`config.mk`:
```
export PLATFORM = sky130hd
export DESIGN_NAME = dp_alu
export DESIGN_NICKNAME = d
export VERILOG_FILES = /design/src/rtl/dp_alu_pkg.sv /design/src/rtl/dp_alu_decode.sv /design/src/rtl/dp_alu_adder.sv /design/src/rtl/dp_alu_logic.sv /design/src/rtl/dp_alu_flags.sv /design/src/rtl/dp_alu.sv
export SDC_FILE = /design/constraint.sdc
export NUM_CORES = 1
export LEC_CHECK = 0
export CAP_MARGIN = 20
export CORE_MARGIN = 5
export CORE_UTILIZATION = 45
export DETAILED_ROUTE_END_ITERATION = 8
export DONT_BUFFER_PORTS = 1
export PLACE_DENSITY = 0.67
export SLEW_MARGIN = 40
export SYNTH_ARGS = -nofsm -noshare
export SYNTH_HDL_FRONTEND = slang
export SYNTH_SLANG_ARGS = --single-unit
```
`constraint.sdc`:
```
create_clock -name vclk -period 5.35
set_input_delay 0.2675 -clock vclk [all_inputs]
set_output_delay 0.2675 -clock vclk [all_outputs]
set_load 0.01 [all_outputs]
```
`src/rtl/dp_alu_pkg.sv`:
```
// Package: shared types for the data-processing ALU.
// Assumes a 4-bit opcode in which opcodes 0x8..0xB are the flag-only forms.
package dp_alu_pkg;

    typedef enum logic [3:0] {
        OP_AND = 4'h0, OP_EOR = 4'h1, OP_SUB = 4'h2, OP_RSB = 4'h3,
        OP_ADD = 4'h4, OP_ADC = 4'h5, OP_SBC = 4'h6, OP_RSC = 4'h7,
        OP_TST = 4'h8, OP_TEQ = 4'h9, OP_CMP = 4'hA, OP_CMN = 4'hB,
        OP_ORR = 4'hC, OP_MOV = 4'hD, OP_BIC = 4'hE, OP_MVN = 4'hF
    } alu_op_e;

    // Source of the adder carry-in
    typedef enum logic [1:0] {
        CIN_ZERO = 2'd0,
        CIN_ONE  = 2'd1,
        CIN_FLAG = 2'd2
    } cin_sel_e;

    // Logic unit function
    typedef enum logic [2:0] {
        LOP_AND  = 3'd0,
        LOP_XOR  = 3'd1,
        LOP_OR   = 3'd2,
        LOP_PASS = 3'd3,
        LOP_ANDN = 3'd4,
        LOP_NOT  = 3'd5
    } logic_op_e;

    typedef struct packed {
        logic      is_arith;   // result comes from the adder
        logic      swap;       // adder takes B as minuend / first input
        logic      inv_y;      // adder second input is inverted
        cin_sel_e  cin_sel;    // carry-in source
        logic_op_e lop;        // logic unit function
        logic      writes;     // destination register is written
    } alu_ctl_t;

endpackage

```
`src/rtl/dp_alu_decode.sv`:
```
// Module: dp_alu_decode
// Turns the opcode into control for the adder, the logic unit and the
// write enable. Assumes the opcode map held in dp_alu_pkg.
module dp_alu_decode
    import dp_alu_pkg::*;
(
    input  logic [3:0] op,
    output alu_ctl_t   ctl
);

    // Opcode to control-word table
    always_comb begin
        ctl          = '0;
        ctl.cin_sel  = CIN_ZERO;
        ctl.lop      = LOP_AND;
        ctl.writes   = 1'b1;
        unique case (alu_op_e'(op))
            OP_AND, OP_TST: ctl.lop = LOP_AND;
            OP_EOR, OP_TEQ: ctl.lop = LOP_XOR;
            OP_ORR:         ctl.lop = LOP_OR;
            OP_MOV:         ctl.lop = LOP_PASS;
            OP_BIC:         ctl.lop = LOP_ANDN;
            OP_MVN:         ctl.lop = LOP_NOT;
            OP_SUB, OP_CMP: begin
                ctl.is_arith = 1'b1;
                ctl.inv_y    = 1'b1;
                ctl.cin_sel  = CIN_ONE;
            end
            OP_RSB: begin
                ctl.is_arith = 1'b1;
                ctl.swap     = 1'b1;
                ctl.inv_y    = 1'b1;
                ctl.cin_sel  = CIN_ONE;
            end
            OP_ADD, OP_CMN: ctl.is_arith = 1'b1;
            OP_ADC: begin
                ctl.is_arith = 1'b1;
                ctl.cin_sel  = CIN_FLAG;
            end
            OP_SBC: begin
                ctl.is_arith = 1'b1;
                ctl.inv_y    = 1'b1;
                ctl.cin_sel  = CIN_FLAG;
            end
            OP_RSC: begin
                ctl.is_arith = 1'b1;
                ctl.swap     = 1'b1;
                ctl.inv_y    = 1'b1;
                ctl.cin_sel  = CIN_FLAG;
            end
            default: ;
        endcase
        // flag-only forms share opcode bits 3:2 == 2'b10
        if (op[3:2] == 2'b10) ctl.writes = 1'b0;
    end

endmodule

```
`src/rtl/dp_alu_adder.sv`:
```
// Module: dp_alu_adder
// Single adder for all arithmetic forms: x + (inv ? ~y : y) + cin, with
// optional operand swap. Produces carry out of the top bit and signed
// overflow. Assumes WIDTH >= 2.
module dp_alu_adder #(
    parameter int WIDTH = 32
) (
    input  logic [WIDTH-1:0] a,
    input  logic [WIDTH-1:0] b,
    input  logic             swap,
    input  logic             inv_y,
    input  logic             cin,
    output logic [WIDTH-1:0] sum,
    output logic             cout,
    output logic             ovf
);

    localparam int MSB = WIDTH - 1;

    logic [WIDTH-1:0] x;
    logic [WIDTH-1:0] y_eff;
    logic [WIDTH:0]   wide;

    // Operand steering for normal and reversed order
    always_comb begin
        x     = swap ? b : a;
        y_eff = swap ? a : b;
        if (inv_y) y_eff = ~y_eff;
    end

    // Wide sum with carry-in
    always_comb begin
        wide = {1'b0, x} + {1'b0, y_eff} + {{WIDTH{1'b0}}, cin};
        sum  = wide[MSB:0];
        cout = wide[WIDTH];
        ovf  = (x[MSB] == y_eff[MSB]) && (sum[MSB] != x[MSB]);
    end

    // Arithmetic invariants of the adder outputs
    always_comb begin
        if (!x[MSB] && !y_eff[MSB]) begin
            a_r7_no_carry_small: assert (!cout);
        end
        if (x[MSB] != y_eff[MSB]) begin
            a_r7_no_overflow: assert (!ovf);
        end
    end

endmodule

```
`src/rtl/dp_alu_logic.sv`:
```
// Module: dp_alu_logic
// Bitwise unit for the logical forms. Assumes b is the shifted operand.
module dp_alu_logic
    import dp_alu_pkg::*;
#(
    parameter int WIDTH = 32
) (
    input  logic [WIDTH-1:0] a,
    input  logic [WIDTH-1:0] b,
    input  logic_op_e        lop,
    output logic [WIDTH-1:0] y
);

    // Bitwise function select
    always_comb begin
        unique case (lop)
            LOP_AND:  y = a & b;
            LOP_XOR:  y = a ^ b;
            LOP_OR:   y = a | b;
            LOP_PASS: y = b;
            LOP_ANDN: y = a & ~b;
            LOP_NOT:  y = ~b;
            default:  y = '0;
        endcase
    end

endmodule

```
`src/rtl/dp_alu_flags.sv`:
```
// Module: dp_alu_flags
// Next-state logic for N, Z, C and V. Arithmetic forms take C and V from
// the adder; logical forms take C from the shifter when valid and keep V.
// Assumes set_flags low means all flags hold.
module dp_alu_flags #(
    parameter int WIDTH = 32
) (
    input  logic             set_flags,
    input  logic             is_arith,
    input  logic [WIDTH-1:0] res,
    input  logic             add_c,
    input  logic             add_v,
    input  logic             sh_c,
    input  logic             sh_c_valid,
    input  logic             n_in,
    input  logic             z_in,
    input  logic             c_in,
    input  logic             v_in,
    output logic             n_out,
    output logic             z_out,
    output logic             c_out,
    output logic             v_out
);

    localparam int MSB = WIDTH - 1;

    // Flag selection by class
    always_comb begin
        n_out = n_in;
        z_out = z_in;
        c_out = c_in;
        v_out = v_in;
        if (set_flags) begin
            n_out = res[MSB];
            z_out = (res == '0);
            if (is_arith) begin
                c_out = add_c;
                v_out = add_v;
            end else if (sh_c_valid) begin
                c_out = sh_c;
            end
        end
    end

    // Flag hold and preservation rules
    always_comb begin
        if (!set_flags) begin
            a_r5_flags_hold: assert ({n_out, z_out, c_out, v_out} ==
                                     {n_in, z_in, c_in, v_in});
        end
        if (set_flags && !is_arith) begin
            a_r8_logic_keeps_v: assert (v_out == v_in);
        end
    end

endmodule

```
`src/rtl/dp_alu.sv`:
```
// Module: dp_alu (top)
// Combinational 32-bit data-processing ALU: decode, one adder, one logic
// unit, result mux and flag logic. Assumes the second operand arrives
// already shifted, with the shifter carry and its valid bit.
module dp_alu
    import dp_alu_pkg::*;
#(
    parameter int WIDTH = 32
) (
    input  logic [3:0]       op,
    input  logic             set_flags,
    input  logic [WIDTH-1:0] opnd_a,
    input  logic [WIDTH-1:0] opnd_b,
    input  logic             shift_carry,
    input  logic             shift_carry_valid,
    input  logic             n_in,
    input  logic             z_in,
    input  logic             c_in,
    input  logic             v_in,
    output logic [WIDTH-1:0] result,
    output logic             reg_write,
    output logic             n_out,
    output logic             z_out,
    output logic             c_out,
    output logic             v_out
);

    alu_ctl_t         ctl;
    logic [WIDTH-1:0] sum;
    logic [WIDTH-1:0] lres;
    logic             add_c;
    logic             add_v;
    logic             cin;

    dp_alu_decode u_dec (
        .op  (op),
        .ctl (ctl)
    );

    // Carry-in source select
    always_comb begin
        unique case (ctl.cin_sel)
            CIN_ONE:  cin = 1'b1;
            CIN_FLAG: cin = c_in;
            default:  cin = 1'b0;
        endcase
    end

    dp_alu_adder #(.WIDTH(WIDTH)) u_add (
        .a     (opnd_a),
        .b     (opnd_b),
        .swap  (ctl.swap),
        .inv_y (ctl.inv_y),
        .cin   (cin),
        .sum   (sum),
        .cout  (add_c),
        .ovf   (add_v)
    );

    dp_alu_logic #(.WIDTH(WIDTH)) u_log (
        .a   (opnd_a),
        .b   (opnd_b),
        .lop (ctl.lop),
        .y   (lres)
    );

    // Result mux and write enable
    always_comb begin
        result    = ctl.is_arith ? sum : lres;
        reg_write = ctl.writes;
    end

    dp_alu_flags #(.WIDTH(WIDTH)) u_flg (
        .set_flags  (set_flags),
        .is_arith   (ctl.is_arith),
        .res        (result),
        .add_c      (add_c),
        .add_v      (add_v),
        .sh_c       (shift_carry),
        .sh_c_valid (shift_carry_valid),
        .n_in       (n_in),
        .z_in       (z_in),
        .c_in       (c_in),
        .v_in       (v_in),
        .n_out      (n_out),
        .z_out      (z_out),
        .c_out      (c_out),
        .v_out      (v_out)
    );

    // Flag-only forms must never request a register write
    always_comb begin
        if (op[3] && !op[2]) begin
            a_r4_compare_no_write: assert (!reg_write);
        end
    end

endmodule

```
# == Word level (Yosys, flattened, before mapping) ==
# Index checks and enable logic that the tools add are counted.
# word_totals
reg_bits,0
inputBits,75
out_inout_bits,37
word_cells,60
# classes
n_addsub,2
n_eq_ne,24
muxes,19
bitwise_logic,6
reduce_logical,9
# op_table
op,n
$pmux 32 s6,1
$mux 32,4
$and 32x32->32,2
$not 32->32,2
$add 32x32->33,1
$add 33x1->33,1
$logic_not 32->1,1
$or 32x32->32,1
$xor 32x32->32,1
$eq 4x4->1 const B,7
$eq 4x3->1 const B,4
$pmux 3 s5,1
$mux 1,11
$eq 4x2->1 const B,2
$reduce_or 8->1,1
$eq 3x2->1 const B,2
$eq 3x3->1 const B,2
$reduce_or 3->1,2
$reduce_or 5->1,1
$eq 2x2->1 const B,2
$eq 4x1->1 const B,1
$pmux 2 s2,1
$reduce_or 2->1,2
$eq 3x1->1 const B,1
other kinds (6),6

# == Longest topological paths before layout ==
# Gate-level depths: netlist (run 1).
# logic_depth
ltp_word,12
mapped_depth,24
depth_no_buf,19

# == Modules after synthesis ==
# A second synthesis (run 1) with hierarchy kept.
# unflattened
hier_cells,767
hier_area_um2,5705.5
# modules_own_cells
module,instances,cells_per_inst,area_each_um2,seq_area_each_um2
dp_alu_adder,1,376,2900.3,0.0
dp_alu_logic,1,313,2000.7,0.0
dp_alu,1,42,585.6,0.0
dp_alu_flags,1,21,145.1,0.0
dp_alu_decode,1,15,73.8,0.0

# == Worst setup path before layout (run 1) ==
# OpenSTA, ideal clock, no wires.
# synth_timing
path_kind,in2out
from,input port op[2]
to,output port z_out
t_arrival_ns,5.591
t_required_ns,5.083
setup_slack_ns,-0.509
path_stages,21
n_path_buf,7
path_cell_list,buf_2 -> buf_2 -> buf_2 -> buf_1 -> clkbuf_1 -> clkbuf_1 -> o21ai_0 -> nand2_1 -> buf_1 -> xor2_1 -> ha_1 -> o211ai_1 -> a21oi_2 -> o2111a_1 -> o41a_1 -> or4_1 -> and3_1 -> or4_1 -> a2111oi_2 -> nand4_1 -> o41ai_2
# synth_via
elab_chain_len,11
word_cells_on_any_way,44
classes_between,2 x add/sub; 21 x eq/ne; 12 x mux; 1 x bitwise; 8 x reduce/logical
# synth_rtl
element,line,source
start: declaration,dp_alu.sv:10,"input logic [3:0] op,"
$eq 4x2->1 or $eq 4x3->1 (tied branches),dp_alu_decode.sv:17,unique case (alu_op_e'(op))
$reduce_or 2->1 (no source line),n/a,
$mux 1,dp_alu_decode.sv:17,
$mux 32,dp_alu_adder.sv:27,y_eff = swap ? a : b;
$not 32->32,dp_alu_adder.sv:28,if (inv_y) y_eff = ~y_eff;
$mux 32,dp_alu_adder.sv:28,
$add 32x32->33,dp_alu_adder.sv:33,"wide = {1'b0, x} + {1'b0, y_eff} + {{WIDTH{1'b0}}, cin};"
$add 33x1->33,dp_alu_adder.sv:33,
$mux 32 (*),dp_alu.sv:69,result = ctl.is_arith ? sum : lres;
net result[21],dp_alu.sv:20,"output logic [WIDTH-1:0] result,"
$logic_not 32->1 (*),dp_alu_flags.sv:35,z_out = (res == '0);
$mux 1 (*),dp_alu_flags.sv:33,if (set_flags) begin
end: declaration,dp_alu.sv:23,"output logic z_out,"
# The timed path passes the listed nets; every way through them passes the cells marked *.

# == Worst setup path after layout (run 1) ==
# layout_timing
from,input port op[2]
to,output port z_out
# layout_via
elab_chain_len,11
word_cells_on_any_way,44
classes_between,2 x add/sub; 21 x eq/ne; 12 x mux; 1 x bitwise; 8 x reduce/logical
# layout_rtl
element,line
$eq 4x2->1 or $eq 4x3->1 (tied branches),dp_alu_decode.sv:17
$reduce_or 2->1 (no source line),n/a
$mux 1,dp_alu_decode.sv:17
$mux 32,dp_alu_adder.sv:27
$not 32->32,dp_alu_adder.sv:28
$mux 32,dp_alu_adder.sv:28
$add 32x32->33,dp_alu_adder.sv:33
$add 33x1->33,dp_alu_adder.sv:33
$mux 32 (*),dp_alu.sv:69
$logic_not 32->1 (*),dp_alu_flags.sv:35
$mux 1 (*),dp_alu_flags.sv:33
# Mark *: on every way between the ends. The rest lies on a longest branch, timed or not.

==> results.cfg, run 1 <==
[run_status]
outcome = finished clean

[yosys]
synth_top_family_by_area = compound AO/OA/AOI/OAI gates
synth_compound_area_share_pct = 42.47
synth_top_cell_by_area = ha_1
synthTopCellsByArea = ha_1 (14%), o21ai_0 (9.1%), a21oi_1 (8.9%)
postSynthCellCount = 929
ys_seq_area_share_pct = 0
synth-simple-area-share_pct = 22.03
yosys.area_share.adder_pct = 14.85
syn_nets = 1071
synth_xor_area_share_pct = 8.533
synth_warnings = 0
muxShareOfSynthArea_pct = 2.329
yosysTopAreaCellShare_pct = 14.15
avgSynthCellArea_um2 = 6.187
yosysUniqueCellTypes = 71
synth_area_um2 = 5748

[cells_and_area]
clock_buffers = 0
nets = 1029
syn2layout_area_growth_pct = 2.699
fillers = 1340
antenna_cells = 0
multi_input_area_um2 = 5197
layout-drive-gt1-share_pct = 4.859
layout_commonest_cell = o21ai_0
seq_cell_count = 0
final_cell_mix = o21ai_0 (105), a21oi_1 (102), nand2_1 (91), nor2_1 (85), inv_1 (74)
regArea_um2 = 0

[power_and_ir_drop]
swShare_pct = 60.48
p_clk_share_pct = 0
power_mw = 0.8904
irDropWorstVdd_v = 0.00005660
intPower_mw = 0.3519
p_switching_mw = 0.5386
seq_power_share_pct = 0
p_comb_share_pct = 100.0
powerDensity_nw_per_um2 = 150.8
static-leakage-power_nw = 2.695

[die]
die_x_um = 123.0
io_pins = 112
dieArea_um2 = 15130
fp-row-count = 41
core_area_um2 = 12570
start_util_pct = 45.73
die_y_um = 123.0

[drt]
ant_nets = 0
via_count = 6700
wl_per_cell_um = 18.83
drtIter0Drc = 699
vias_per_cell = 6.339
drtPass1Iterations = 6
wirelength_um = 19900
drcViolationCount = 0

[sta]
min_period_ns = 4.950
setup_viol = 0
fmax_ghz = 0.2020
final.period_utilization_pct = 92.52
worstMarginPinSlew_ns = 0.7393
hold_violations = 0
tns_ns = 0
slew_headroom_pct = 50.53
slew_viol_final = 0
setup_ws_ns = 0.4001
worst_hold_slack_ns = 0.6424
rsz0062_at_grt = false

[setup_path]
cp-start-kind = input port
crit_path_max_fanout = 85
critPathArrivalTime_ns = 4.68
cp-end-kind = output port
crit_start = op[2]
cp.required_ns = 5.08
crit_end = z_out
path_class = in2out

[placement]
dp_hpwl_um = 14860
gp_congestion = 0.9385
place_ws_ns = 0.3266
io_buffers = 0

[global_route]
grt_max_degree = 86
grt_pass1_vias = 5979
grt_usage_pct = 25.08
overflow = 0
antenna_found_initial = 0
grt_pass1_wl_um = 31220

[worst_hold_path]
hold_path_class = in2out
min_from = op[3]

[job]
maxCapViolations = 0

[clocking]
ctsHoldBuffers = 0
cell type report:
type	instances	share of cell area (%)
inverters	74	4.705
multi-input cells	786	88.05
well taps	172	3.646
repair buffers	25	3.603
critical path, cell delays in order:
cell and delay [ns]:
o21ai_0 0.18, nand2_2 0.38, xnor2_1 0.33, fa_1 0.23, inv_1 0.07, fa_1 0.45, a21o_1 0.23, a211oi_1 0.43
or2_2 0.21, nand2_1 0.06, xor2_1 0.15, o21a_1 0.23, or4_1 0.54, a2111oi_2 0.31, nand4_1 0.16, o41ai_2 0.29
buf_4 0.17
repair_timing:
item,CTS,global route
buffers inserted,0,1
gates resized for setup,0,1
hold endpoints to repair,0,0
setup endpoints to repair,0,1
cell usage after synthesis, drive strengths merged, types with 11 or more instances:
cell type and number:
a21oi 103, nor3 11, nand3 11, xor2 44
o31ai 20, nand2b 11, a211oi 16, xnor2 12
o21ai 106, inv 74, nand2 94, buf 35
ha 65, clkbuf 34, o211ai 24, a21o 23
nor2 85
through the flow:
stage / utilization (%) / cells / instance area (um2)
floorplan: - / 929 / 5764
global placement: 46.91 / 1056 / 5896
detailed placement: 46.91 / 1056 / 5896
CTS: 46.91 / 1056 / 5896
global route: 46.97 / 1057 / 5903
finish: 46.97 / 1057 / 5903
power groups by stage:
stage / registers, mW / clock network (mW) / logic [mW]
finish: 0 / 0 / 0.890
global route: 0 / 0 / 0.983
CTS: 0 / 0 / 0.878
detailed placement: 0 / 0 / 0.872
global placement: 0 / 0 / 0.868
floorplan: 0 / 0 / 0.693
metal layers:
metal / share of wire, % / up-vias / GRT usage, % / routed length, um
met1: 41 / 3065 / 32.55 / 8108
li1: - / 3301 / - / -
met3: 12 / 39 / 7.594 / 2358
met2: 44 / 295 / 40.14 / 8792
met4: 3.2 / 0 / 7.336 / 645
met5: 0 / - / 0 / 0
worst min path at each step:
stage,to,depth (start not counted)
floorplan,z_out,2
global placement,reg_write,1
detailed placement,reg_write,1
CTS,reg_write,1
global route,reg_write,1
finish,reg_write,1
kinds of logic after synthesis:
logic type / after synthesis
AND/OR/NAND/NOR: 273
multiplexers: 13
buffers and inverters: 143
XOR/XNOR: 56
adder cells (fa/ha/maj): 67
AO/OA/AOI/OAI: 377
Power figures use the tool's default switching activity.
==> inputs of run 2 (changes only) <==
ABC_AREA = 1   (was not set)
PLACE_DENSITY = not set   (was 0.67)
==> run 2 against run 1 <==
  * Critical path depth up 4
  * Worst setup slack better by 0.60 ns
  * Area after synthesis increased by 3.1%
  * First-iteration DRC count fell by 28%
  * Maximum frequency is 14% higher
  * Critical endpoint unchanged
  * Hold slack lost 0.028 ns
  * Total power increased by 8.1%
  * Synthesized cell count rose by 27%
  * Utilization shrank 0.97 points
  * Highest routed layer unchanged
==> results.cfg, run 2 <==
[die]
fp-row-count = 42
die_x_um = 124.8
io_pins = 112
start_util_pct = 45.29
die_y_um = 124.8
dieArea_um2 = 15560
core_area_um2 = 13090

[drt]
vias_per_cell = 5.504
ant_nets = 0
drtPass1Iterations = 5
drtIter0Drc = 502
drcViolationCount = 0
wirelength_um = 21160
via_count = 7276
wl_per_cell_um = 16.01

[setup_path]
crit_path_max_fanout = 92
crit_top_cell = nand2_1
cp.required_ns = 5.08
path_class = in2out
slowest_stage = buf_4
crit_chain = nand2_1 -> nor2_4 -> buf_4 -> buf_4 -> o21ai_0 -> xor2_1 -> ha_1 -> nand2_1 -> nor2_1 -> inv_1 -> nor3_1 -> a21oi_1 -> nand3_1 -> nand2_1 -> nand2_1 -> nand2_1 -> nor2_1 -> nand2_1 -> nor2_1 -> nand2_1 -> nand2_1
cp-end-kind = output port
cp-start-kind = input port
critPathArrivalTime_ns = 4.08
slowest_delay_ns = 0.64

[cells_and_area]
finalNonFillerCells = 1322
finish.utilization_pct = 46.00
nets = 1290
antenna_cells = 0
clock_buffers = 0
seq_cell_count = 0
regArea_um2 = 0
layout_commonest_cell = nand2_1
fillers = 1494
multi_input_area_um2 = 5004
final_cell_mix = nand2_1 (383), inv_1 (194), o21ai_0 (110), nor2_1 (93), nand3_1 (86)
syn2layout_area_growth_pct = 1.584
layout-drive-gt1-share_pct = 2.618

[yosys]
yosysTopAreaCellShare_pct = 24.32
synth_area_um2 = 5926
yosys-top-cells-count = nand2_1 (384), inv_1 (194), o21ai_0 (110)
yosysUniqueCellTypes = 39
ys_seq_area_share_pct = 0
synth_warnings = 0
synth_top_cell_by_area = nand2_1
postSynthCellCount = 1182
avgSynthCellArea_um2 = 5.013
synthTopCellsByArea = nand2_1 (24%), ha_1 (14%), inv_1 (12%)
synth.most_common_cell = nand2_1
syn_nets = 1324

[global_route]
grt_pass1_wl_um = 34120
overflow = 0
grt_max_degree = 93
grt_pass1_vias = 6556
antenna_found_initial = 0
grt_usage_pct = 25.96

[sta]
tns_ns = 0
slew_headroom_pct = 51.89
setup_viol = 0
min_period_ns = 4.349
hold_violations = 0
fmax_ghz = 0.2299
slew_viol_final = 0
rsz0062_at_grt = false
final.period_utilization_pct = 81.29
worstMarginPinSlew_ns = 0.7209

[placement]
dp_hpwl_um = 17090
gp_congestion = 1.013
dp.cells = 1322
io_buffers = 0

[run_status]
outcome = finished clean

[job]
maxCapViolations = 0

[power_and_ir_drop]
powerDensity_nw_per_um2 = 159.9
static-leakage-power_nw = 3.291
power_mw = 0.9625
irDropWorstVdd_v = 0.00006358

[worst_hold_path]
hold_path_class = in2out

[clocking]
postCtsSetupBuffers = 0
cts_resized = 0
ctsHoldBuffers = 0
## run 2: cell count changes after synthesis, moves of 20 or more
cell	delta
inv_1	+120
o31ai_1	-20
a21oi_1	-50
a21o_1	-23
nand2_1	+290
nand3_1	+75
## run 2: cell type report
class	count	area share, %
inverter	198	12.35
multi-input combinational	941	83.12
tap	176	3.658
timing repair buffer	7	0.8730
## run 2: final timing paths
| check | start | end | slack (ns) | cells past startpoint |
|---|---|---|---|---|
| max | op[1] | z_out | 1.00 | 21 |
| min | op[3] | reg_write | 0.61 | 1 |
## run 2: where the power goes
| group | switching, mW | internal, mW | total, mW |
|---|---|---|---|
| Sequential | 0 | 0 | 0 |
| Combinational | 0.662 | 0.301 | 0.963 |
| Clock | 0 | 0 | 0 |
| Total | 0.662 | 0.301 | 0.963 |
## run 2: metrics by stage
stage / instance area, um2 / hold slack, ns / setup WS [ns]
after global placement: 6010 / 0.6161 / 1.062
after detailed placement: 6020 / 0.6180 / 1.068
after global routing: 6020 / 0.6228 / 0.5619
after CTS: 6020 / 0.6180 / 1.064
final: 6020 / 0.6140 / 1.001
after floorplan: 5926 / 0.6064 / 1.255
## run 2: layer usage
metal / wire [um] / share of wire, % / global-route usage [%] / vias up
met4: 359 / 1.7 / 4.771 / 0
met1: 10180 / 48 / 39.88 / 3233
met5: 0 / 0 / 0 / -
li1: - / - / - / 3711
met3: 1931 / 9.1 / 3.087 / 25
met2: 8687 / 41 / 38.68 / 307
## run 2: worst max-delay path: cells and delay by family
family	cells	cell delay, ns
buffers and inverters	3	1.03
XOR/XNOR	1	0.18
adder cells (fa/ha/maj)	1	0.41
AND/OR/NAND/NOR	14	1.72
AO/OA/AOI/OAI	2	0.42
## run 2: cells by family (layout without fill, tap and decap cells)
| family | count (synthesis) | after routing | share of synthesized area, % |
|---|---|---|---|
| muxes | 1 | 1 | 0.1689 |
| buffers and inverters | 241 | 205 | 16.05 |
| and+or+nand+nor | 625 | 625 | 43.98 |
| AOI/OAI and AO/OA | 206 | 206 | 19.19 |
| xor gates and xnor gates | 42 | 42 | 6.208 |
| adders and majority gates | 67 | 67 | 14.40 |
